--- config.mk ---
export PLATFORM = sky130hd
export DESIGN_NAME = melody_gen
export DESIGN_NICKNAME = d
export VERILOG_FILES = /design/src/rtl/melody_pkg.sv /design/src/rtl/melody_pitch.sv /design/src/rtl/melody_dur.sv /design/src/rtl/melody_buzz.sv /design/src/rtl/melody_seq.sv /design/src/rtl/melody_gen.sv
export SDC_FILE = /design/constraint.sdc
export NUM_CORES = 1
export LEC_CHECK = 0
export ABC_AREA = 1
export BUFFER_PORTS_ARGS = -buffer_cell sky130_fd_sc_hd__buf_4
export CAP_MARGIN = 5
export CORE_AREA = 4 4 80 82
export CTS_CLUSTER_DIAMETER = 30
export CTS_CLUSTER_SIZE = 24
export DETAILED_ROUTE_END_ITERATION = 8
export DIE_AREA = 0 0 84 86
export PLACE_DENSITY_LB_ADDON = 0.3
export SYNTH_ARGS = -nofsm -noshare
export SYNTH_HDL_FRONTEND = slang
export SYNTH_SLANG_ARGS = --single-unit
export TNS_END_PERCENT = 50
--- constraint.sdc ---
create_clock -name clk -period 8.61 [get_ports clk]
set_input_delay 1.722 -clock clk [delete_from_list [all_inputs] [get_ports clk]]
set_output_delay 1.722 -clock clk [all_outputs]
set_load 0.1 [all_outputs]
--- src/rtl/melody_pkg.sv ---
// melody_pkg: shared widths, the note word layout and the sequencer state type.
// Assumes 16-bit note words whose field positions are fixed by the requirements.
package melody_pkg;
    localparam int WORD_W    = 16;
    localparam int PITCH_W   = 6;
    localparam int LEN_W     = 6;
    localparam int TEMPO_W   = 4;
    localparam int PITCH_LSB = 0;
    localparam int LEN_LSB   = 6;
    localparam int LAST_BIT  = 15;
    localparam int MIN_DIV   = 2;

    typedef enum logic [1:0] {
        SEQ_IDLE  = 2'd0,
        SEQ_FETCH = 2'd1,
        SEQ_PLAY  = 2'd2,
        SEQ_DONE  = 2'd3
    } seq_state_t;

    typedef struct packed {
        logic               last;
        logic [LEN_W-1:0]   len;
        logic [PITCH_W-1:0] div;
    } note_t;

    // Split a fetched word into its fields; bits [14:12] are dropped.
    function automatic note_t unpack_note(input logic [WORD_W-1:0] w);
        note_t n;
        n.last = w[LAST_BIT];
        n.len  = w[LEN_LSB +: LEN_W];
        n.div  = w[PITCH_LSB +: PITCH_W];
        return n;
    endfunction
endpackage

--- src/rtl/melody_pitch.sv ---
// melody_pitch: square-wave phase counter for one note.
// On load the divider is captured and the tone starts high unless the note is a rest.
// Assumes load and halt never occur in the same cycle.
module melody_pitch
    import melody_pkg::*;
(
    input  logic               clk,
    input  logic               rst_n,
    input  logic               load,
    input  logic               run,
    input  logic               halt,
    input  logic               tick,
    input  logic [PITCH_W-1:0] div_in,
    output logic               tone
);
    logic [PITCH_W-1:0] div_q;
    logic [PITCH_W-1:0] phase_q;
    logic [PITCH_W-1:0] half_w;
    logic [PITCH_W-1:0] phase_len;
    logic               audible;

    assign audible   = (div_q >= PITCH_W'(MIN_DIV));
    assign half_w    = div_q >> 1;
    assign phase_len = tone ? half_w : (div_q - half_w);

    // Phase counting and tone toggling on each base tick of a playing note.
    always_ff @(posedge clk) begin
        if (!rst_n) begin
            div_q   <= '0;
            phase_q <= '0;
            tone    <= 1'b0;
        end else if (load) begin
            div_q   <= div_in;
            phase_q <= '0;
            tone    <= (div_in >= PITCH_W'(MIN_DIV));
        end else if (halt || !run) begin
            phase_q <= '0;
            tone    <= 1'b0;
        end else if (tick && audible) begin
            if (phase_q + PITCH_W'(1) == phase_len) begin
                phase_q <= '0;
                tone    <= !tone;
            end else begin
                phase_q <= phase_q + PITCH_W'(1);
            end
        end
    end


    phase_in_range_chk: assert property (@(posedge clk) disable iff (!rst_n)
        (run && audible) |-> (phase_q < phase_len));


    rest_silent_chk: assert property (@(posedge clk) disable iff (!rst_n)
        (run && !audible) |-> !tone);
endmodule

--- src/rtl/melody_dur.sv ---
// melody_dur: counts the base ticks of one note; length x tempo x UNIT_TICKS.
// A length or tempo of zero counts as one. done is a combinational strobe on the final tick.
module melody_dur
    import melody_pkg::*;
#(
    parameter int UNIT_TICKS = 4
) (
    input  logic               clk,
    input  logic               rst_n,
    input  logic               load,
    input  logic               run,
    input  logic               tick,
    input  logic [LEN_W-1:0]   len_in,
    input  logic [TEMPO_W-1:0] tempo_in,
    output logic               done
);
    localparam int UNIT_W = $clog2(UNIT_TICKS + 1);
    localparam int CNT_W  = LEN_W + TEMPO_W + UNIT_W;

    logic [CNT_W-1:0]   left_q;
    logic [CNT_W-1:0]   span;
    logic [LEN_W-1:0]   len_eff;
    logic [TEMPO_W-1:0] tmp_eff;

    assign len_eff = (len_in == '0) ? LEN_W'(1) : len_in;
    assign tmp_eff = (tempo_in == '0) ? TEMPO_W'(1) : tempo_in;
    assign span    = CNT_W'(len_eff) * CNT_W'(tmp_eff) * CNT_W'(UNIT_TICKS);
    assign done    = run && tick && (left_q == CNT_W'(1));

    // Remaining-tick counter; loaded at note start, decremented per tick.
    always_ff @(posedge clk) begin
        if (!rst_n) begin
            left_q <= '0;
        end else if (load) begin
            left_q <= span;
        end else if (run && tick) begin
            left_q <= left_q - CNT_W'(1);
        end
    end


    dur_nonzero_chk: assert property (@(posedge clk) disable iff (!rst_n)
        run |-> (left_q != '0));
endmodule

--- src/rtl/melody_buzz.sv ---
// melody_buzz: buzzer drive, toggling every HALF_TICKS base ticks while enabled.
// Held low and restarted whenever enable is low.
module melody_buzz #(
    parameter int HALF_TICKS = 4
) (
    input  logic clk,
    input  logic rst_n,
    input  logic enable,
    input  logic tick,
    output logic buzz
);
    localparam int BW = (HALF_TICKS > 1) ? $clog2(HALF_TICKS) : 1;

    logic [BW-1:0] cnt_q;

    // Tick divider producing the buzzer square wave.
    always_ff @(posedge clk) begin
        if (!rst_n || !enable) begin
            cnt_q <= '0;
            buzz  <= 1'b0;
        end else if (tick) begin
            if (cnt_q == BW'(HALF_TICKS - 1)) begin
                cnt_q <= '0;
                buzz  <= !buzz;
            end else begin
                cnt_q <= cnt_q + BW'(1);
            end
        end
    end


    buzz_edge_on_tick_chk: assert property (@(posedge clk) disable iff (!rst_n)
        !$stable(buzz) |-> ($past(tick) || !$past(enable)));
endmodule

--- src/rtl/melody_seq.sv ---
// melody_seq: note word sequencer. A rising enable starts fetching at start_addr;
// each word is played until its duration runs out. The end-marked note ends the tune
// with a one-cycle irq. Low enable returns the sequencer to idle at once.
// Assumes the memory holds fetch_valid for one cycle per request.
module melody_seq
    import melody_pkg::*;
#(
    parameter int ADDR_W = 8
) (
    input  logic              clk,
    input  logic              rst_n,
    input  logic              enable,
    input  logic [ADDR_W-1:0] start_addr,
    input  logic              rvalid,
    input  logic              last_in,
    input  logic              note_done,
    output logic              req,
    output logic [ADDR_W-1:0] addr,
    output logic              load,
    output logic              playing,
    output logic              irq
);
    seq_state_t state_q;
    logic       en_q;
    logic       last_q;

    assign req     = (state_q == SEQ_FETCH);
    assign load    = req && rvalid && enable;
    assign playing = (state_q == SEQ_PLAY);

    // Enable history for start-edge detection.
    always_ff @(posedge clk) begin
        if (!rst_n) en_q <= 1'b0;
        else        en_q <= enable;
    end

    // Sequencer state, address and end pulse.
    always_ff @(posedge clk) begin
        if (!rst_n) begin
            state_q <= SEQ_IDLE;
            addr    <= '0;
            last_q  <= 1'b0;
            irq     <= 1'b0;
        end else begin
            irq <= 1'b0;
            if (!enable) begin
                state_q <= SEQ_IDLE;
            end else begin
                case (state_q)
                    SEQ_IDLE: begin
                        if (!en_q) begin
                            state_q <= SEQ_FETCH;
                            addr    <= start_addr;
                        end
                    end
                    SEQ_FETCH: begin
                        if (rvalid) begin
                            state_q <= SEQ_PLAY;
                            last_q  <= last_in;
                        end
                    end
                    SEQ_PLAY: begin
                        if (note_done) begin
                            if (last_q) begin
                                state_q <= SEQ_DONE;
                                irq     <= 1'b1;
                            end else begin
                                state_q <= SEQ_FETCH;
                                addr    <= addr + ADDR_W'(1);
                            end
                        end
                    end
                    default: state_q <= SEQ_DONE;
                endcase
            end
        end
    end


    fetch_hold_chk: assert property (@(posedge clk) disable iff (!rst_n)
        (req && !rvalid && enable) |=> (req && $stable(addr)));


    irq_pulse_chk: assert property (@(posedge clk) disable iff (!rst_n)
        irq |=> !irq);


    irq_after_note_chk: assert property (@(posedge clk) disable iff (!rst_n)
        irq |-> $past(playing));


    stop_chk: assert property (@(posedge clk) disable iff (!rst_n)
        !enable |=> (!req && !irq && !playing));
endmodule

--- src/rtl/melody_gen.sv ---
// melody_gen: square-wave melody tone generator top. It joins the word sequencer,
// the duration counter, the pitch phase counter and the buzzer divider.
// Assumes base_tick is a single-cycle strobe and the memory answers each request once.
module melody_gen
    import melody_pkg::*;
#(
    parameter int ADDR_W     = 8,
    parameter int UNIT_TICKS = 4,
    parameter int BUZZ_HALF  = 4
) (
    input  logic               clk,
    input  logic               rst_n,
    input  logic               base_tick,
    input  logic               enable,
    input  logic [ADDR_W-1:0]  start_addr,
    input  logic [TEMPO_W-1:0] tempo,
    output logic               fetch_req,
    output logic [ADDR_W-1:0]  fetch_addr,
    input  logic               fetch_valid,
    input  logic [WORD_W-1:0]  fetch_data,
    output logic               tone_out,
    output logic               buzz_out,
    output logic               end_irq
);
    note_t word_f;
    logic  load_w;
    logic  playing_w;
    logic  done_w;
    logic  halt_w;

    assign word_f = unpack_note(fetch_data);
    assign halt_w = done_w || !enable;

    melody_seq #(.ADDR_W(ADDR_W)) u_seq (
        .clk        (clk),
        .rst_n      (rst_n),
        .enable     (enable),
        .start_addr (start_addr),
        .rvalid     (fetch_valid),
        .last_in    (word_f.last),
        .note_done  (done_w),
        .req        (fetch_req),
        .addr       (fetch_addr),
        .load       (load_w),
        .playing    (playing_w),
        .irq        (end_irq)
    );

    melody_dur #(.UNIT_TICKS(UNIT_TICKS)) u_dur (
        .clk      (clk),
        .rst_n    (rst_n),
        .load     (load_w),
        .run      (playing_w),
        .tick     (base_tick),
        .len_in   (word_f.len),
        .tempo_in (tempo),
        .done     (done_w)
    );

    melody_pitch u_pitch (
        .clk    (clk),
        .rst_n  (rst_n),
        .load   (load_w),
        .run    (playing_w),
        .halt   (halt_w),
        .tick   (base_tick),
        .div_in (word_f.div),
        .tone   (tone_out)
    );

    melody_buzz #(.HALF_TICKS(BUZZ_HALF)) u_buzz (
        .clk    (clk),
        .rst_n  (rst_n),
        .enable (enable),
        .tick   (base_tick),
        .buzz   (buzz_out)
    );


    silent_outside_note_chk: assert property (@(posedge clk) disable iff (!rst_n)
        !playing_w |-> !tone_out);
endmodule

==> flow_summary.toml <==
[yosys]
synth-seq-cells = 42
synth_top_area_share_pct = 25.4
ys_types = 38
synth_area_leaders = "dfxtp_1 (25%), nand2_1 (13%), ha_1 (11%), inv_1 (9.6%), nand3_1 (7.4%)"
syn_nets = 570
netlist_area_um2 = 3310
synth-edff-count = 0
seq_area_frac_synth_pct = 25.4
syn_avg_cell_area_um2 = 6.64
ys_dominant_reg_cell = "dfxtp_1"
async_flop_share_pct = 0
netlist_instances = 499
synth_area_leader_cell = "dfxtp_1"
synth_warnings = 0

[critical_path]
crit_top_cell = "nand2_1"
cp-start-kind = "input pin"
worstPathRequired_ns = 8.79
critPathKind = "input pin to flop"
path_max_fanout = 5
cpMaxStageDelayCell = "fa_1"
r2r_cells = 14
critPathCaptureType = "flop"
slowest_delay_ns = 0.55
cp.arrival_ns = 4.99
cp_cell_sequence = "buf_4, nor3_1, nand3_1, nand2_1, nand2_1, fa_1, inv_1, fa_1, inv_1, fa_1, inv_1, a21oi_1, o21ai_0, nand2_1, nand2_1, a21oi_1, and2_1, o21ai_0, a21oi_1"
reg2reg_slack_ns = 6.37

[cts]
h-tree-depth = 2
cts.sinks = 42
holdBufCountCts = 0
cts_resized = 0
clk_pin_slew_ns = 0.08
numCtsBuffers = 5
cts_setup_buffers = 0
cts_tree = "done"
cts_buffer_depth = 2
clk_latency_ns = 0.30
root_buffer = "clkbuf_8"

[placement]
io_buffers = 41
routabilityCongestion = 0.842
place_hpwl_um = 5660
place_area_um2 = 3680

[global_routing]
track_usage_pct = 21.4
grt_overflow = 0
grt_start_max_net_pins = 18
grt_pass1_wl_um = 13100
grt_pass1_vias = 3073
antenna_found_initial = 0

[sta]
finClkSkew_ns = 0.00858
maxSlewHeadroom_pct = 53.2
final.min_clock_period_ns = 4.81
slew_viol_final = 0
final-hold-violation-count = 0
setup_viol = 0
worst_pin_slew_ns = 0.698
fin_crit_sh_pct = 55.9
max_freq_mhz = 208
rsz0062_at_grt = "false"
setup_tns_ns = 0

[routing]
num_vias = 3265
detail_route.wl_per_cell_um = 12.0
drc_errors = 0
vias_per_cell = 5.30
firstDrtPassIters = 5
drt-total-wl_um = 7400
drtIter0Drc = 203
ant_nets = 0

[final_layout]
nets = 612
design_area_um2 = 3800
layout-drive-gt1-share_pct = 11.1
fill_cells = 505
diodes = 0
syn_to_final_growth_pct = 14.6

[floorplan]
pin_count = 45
die_h_um = 86
start_util_pct = 57.7
rows = 28
coreArea_um2 = 5750
fp.dieW_um = 84
dieArea_um2 = 7220

[min_path]
worstHoldPathCells = 2
min_path_type = "flop to flop"

[pwr]
ir_drop_v = 0.0000742
pwr_density_cell_nw_per_um2 = 136
p_leak_nw = 1.89

[run_status]
outcome = "complete, no violations"

[run]
maxCapViolations = 0
## flip-flops by register name, summed over array words and instances (netlist names)
signal and count:
u_seq.en_q 1, u_seq.state_q 2, u_pitch.tone 1, u_pitch.phase_q 6, u_seq.irq 1, u_buzz.buzz 1
u_buzz.cnt_q 2, u_dur.left_q 13, u_seq.addr 8, u_pitch.div_q 6, u_seq.last_q 1
## worst max-delay path: cells and delay by family
kind            cells  cell delay, ns
simple gates        7            0.82
fa+ha+maj           3            1.50
compound gates      5            0.63
buf+inv             4            0.33
## cells in the mapped netlist (2+ instances only)
cell type,instances
a31oi_1,12
nand4_1,6
o21ai_0,26
nor2_1,36
fa_1,9
o21bai_1,2
nand2_2,2
buf_2,2
clkinv_1,2
or2_2,3
a21oi_1,35
nand3_1,49
nand2_1,116
xor2_1,4
nand3b_1,3
inv_1,85
clkbuf_1,3
o21ai_1,2
xnor2_1,4
ha_1,29
o22ai_1,3
dfxtp_1,42
nor3_1,8
inv_2,2
## power breakdown
group	internal (mW)	switching, mW
logic	0.0502	0.0960
clock network	0.0928	0.0691
registers	0.201	0.00771
total	0.344	0.173
## area by class of cell
cell class                 count  area [µm²]  area share, %
clock inverter                 1        30.0          0.791
sequential                    42         841           22.1
clock buffer                   6        82.6           2.17
tap                           75        93.8           2.47
inverter                      89         334           8.80
multi-input combinational    361        2100           55.3
timing repair buffer          42         315           8.30
## layer usage
| layer | track usage (%) | wire length [µm] | part of all wire [%] | up-vias |
|---|---|---|---|---|
| met4 | 5.99 | 97 | 1.3 | 0 |
| met1 | 27.5 | 3420 | 46 | 1452 |
| met2 | 36.3 | 3440 | 47 | 94 |
| met5 | 0 | 0 | 0 | - |
| met3 | 4.61 | 441 | 6.0 | 15 |
| li1 | - | - | - | 1704 |
## worst paths after layout
path                                  startpoint                  to
worst max-delay path               fetch_data[8]    u_dur.left_q[10]
worst min-delay path                u_seq.last_q           u_seq.irq
worst max register to register  u_pitch.div_q[1]  u_pitch.phase_q[5]
worst min register to register      u_seq.last_q           u_seq.irq
## metrics by stage
stage               utilization [%]  hold WS, ns  std cells  setup WS [ns]  power (mW)
finish                         66.1        0.465        616           3.80       0.517
CTS                            66.1        0.460        616           3.80       0.519
global route                   66.1        0.481        616           3.43       0.549
global placement               64.1        0.453        609           3.55       0.355
floorplan                         -        0.435        499           3.93       0.322
detailed placement             64.1        0.452        609           3.50       0.358
## placed cells by master, fill, tap and decap left out, types with 2 or more instances in the layout
master | netlist | routed
nand2_1 | 116 | 116
inv_1 | 85 | 85
nand3_1 | 49 | 49
buf_4 | 0 | 42
dfxtp_1 | 42 | 42
nor2_1 | 36 | 36
a21oi_1 | 35 | 35
ha_1 | 29 | 29
o21ai_0 | 26 | 26
a31oi_1 | 12 | 12
fa_1 | 9 | 9
nor3_1 | 8 | 8
nand4_1 | 6 | 6
clkbuf_8 | 0 | 6
xnor2_1 | 4 | 4
xor2_1 | 4 | 4
or2_2 | 3 | 3
nand3b_1 | 3 | 3
o22ai_1 | 3 | 3
inv_2 | 2 | 2
clkinv_1 | 2 | 2
nand2_2 | 2 | 2
o21bai_1 | 2 | 2
o21ai_1 | 2 | 2
## cell families (layout without fill, tap and decap cells)
| family | after synthesis | count (layout) | share of synthesized area, % |
|---|---|---|---|
| XOR/XNOR | 8 | 8 | 2.11 |
| AND/OR/NAND/NOR | 229 | 229 | 30.7 |
| adder cells (fa/ha/maj) | 38 | 38 | 16.4 |
| flip-flops | 42 | 42 | 25.4 |
| AO/OA/AOI/OAI | 86 | 86 | 14.2 |
| buffers and inverters | 96 | 138 | 11.2 |
(Power assumes the default switching activity.)
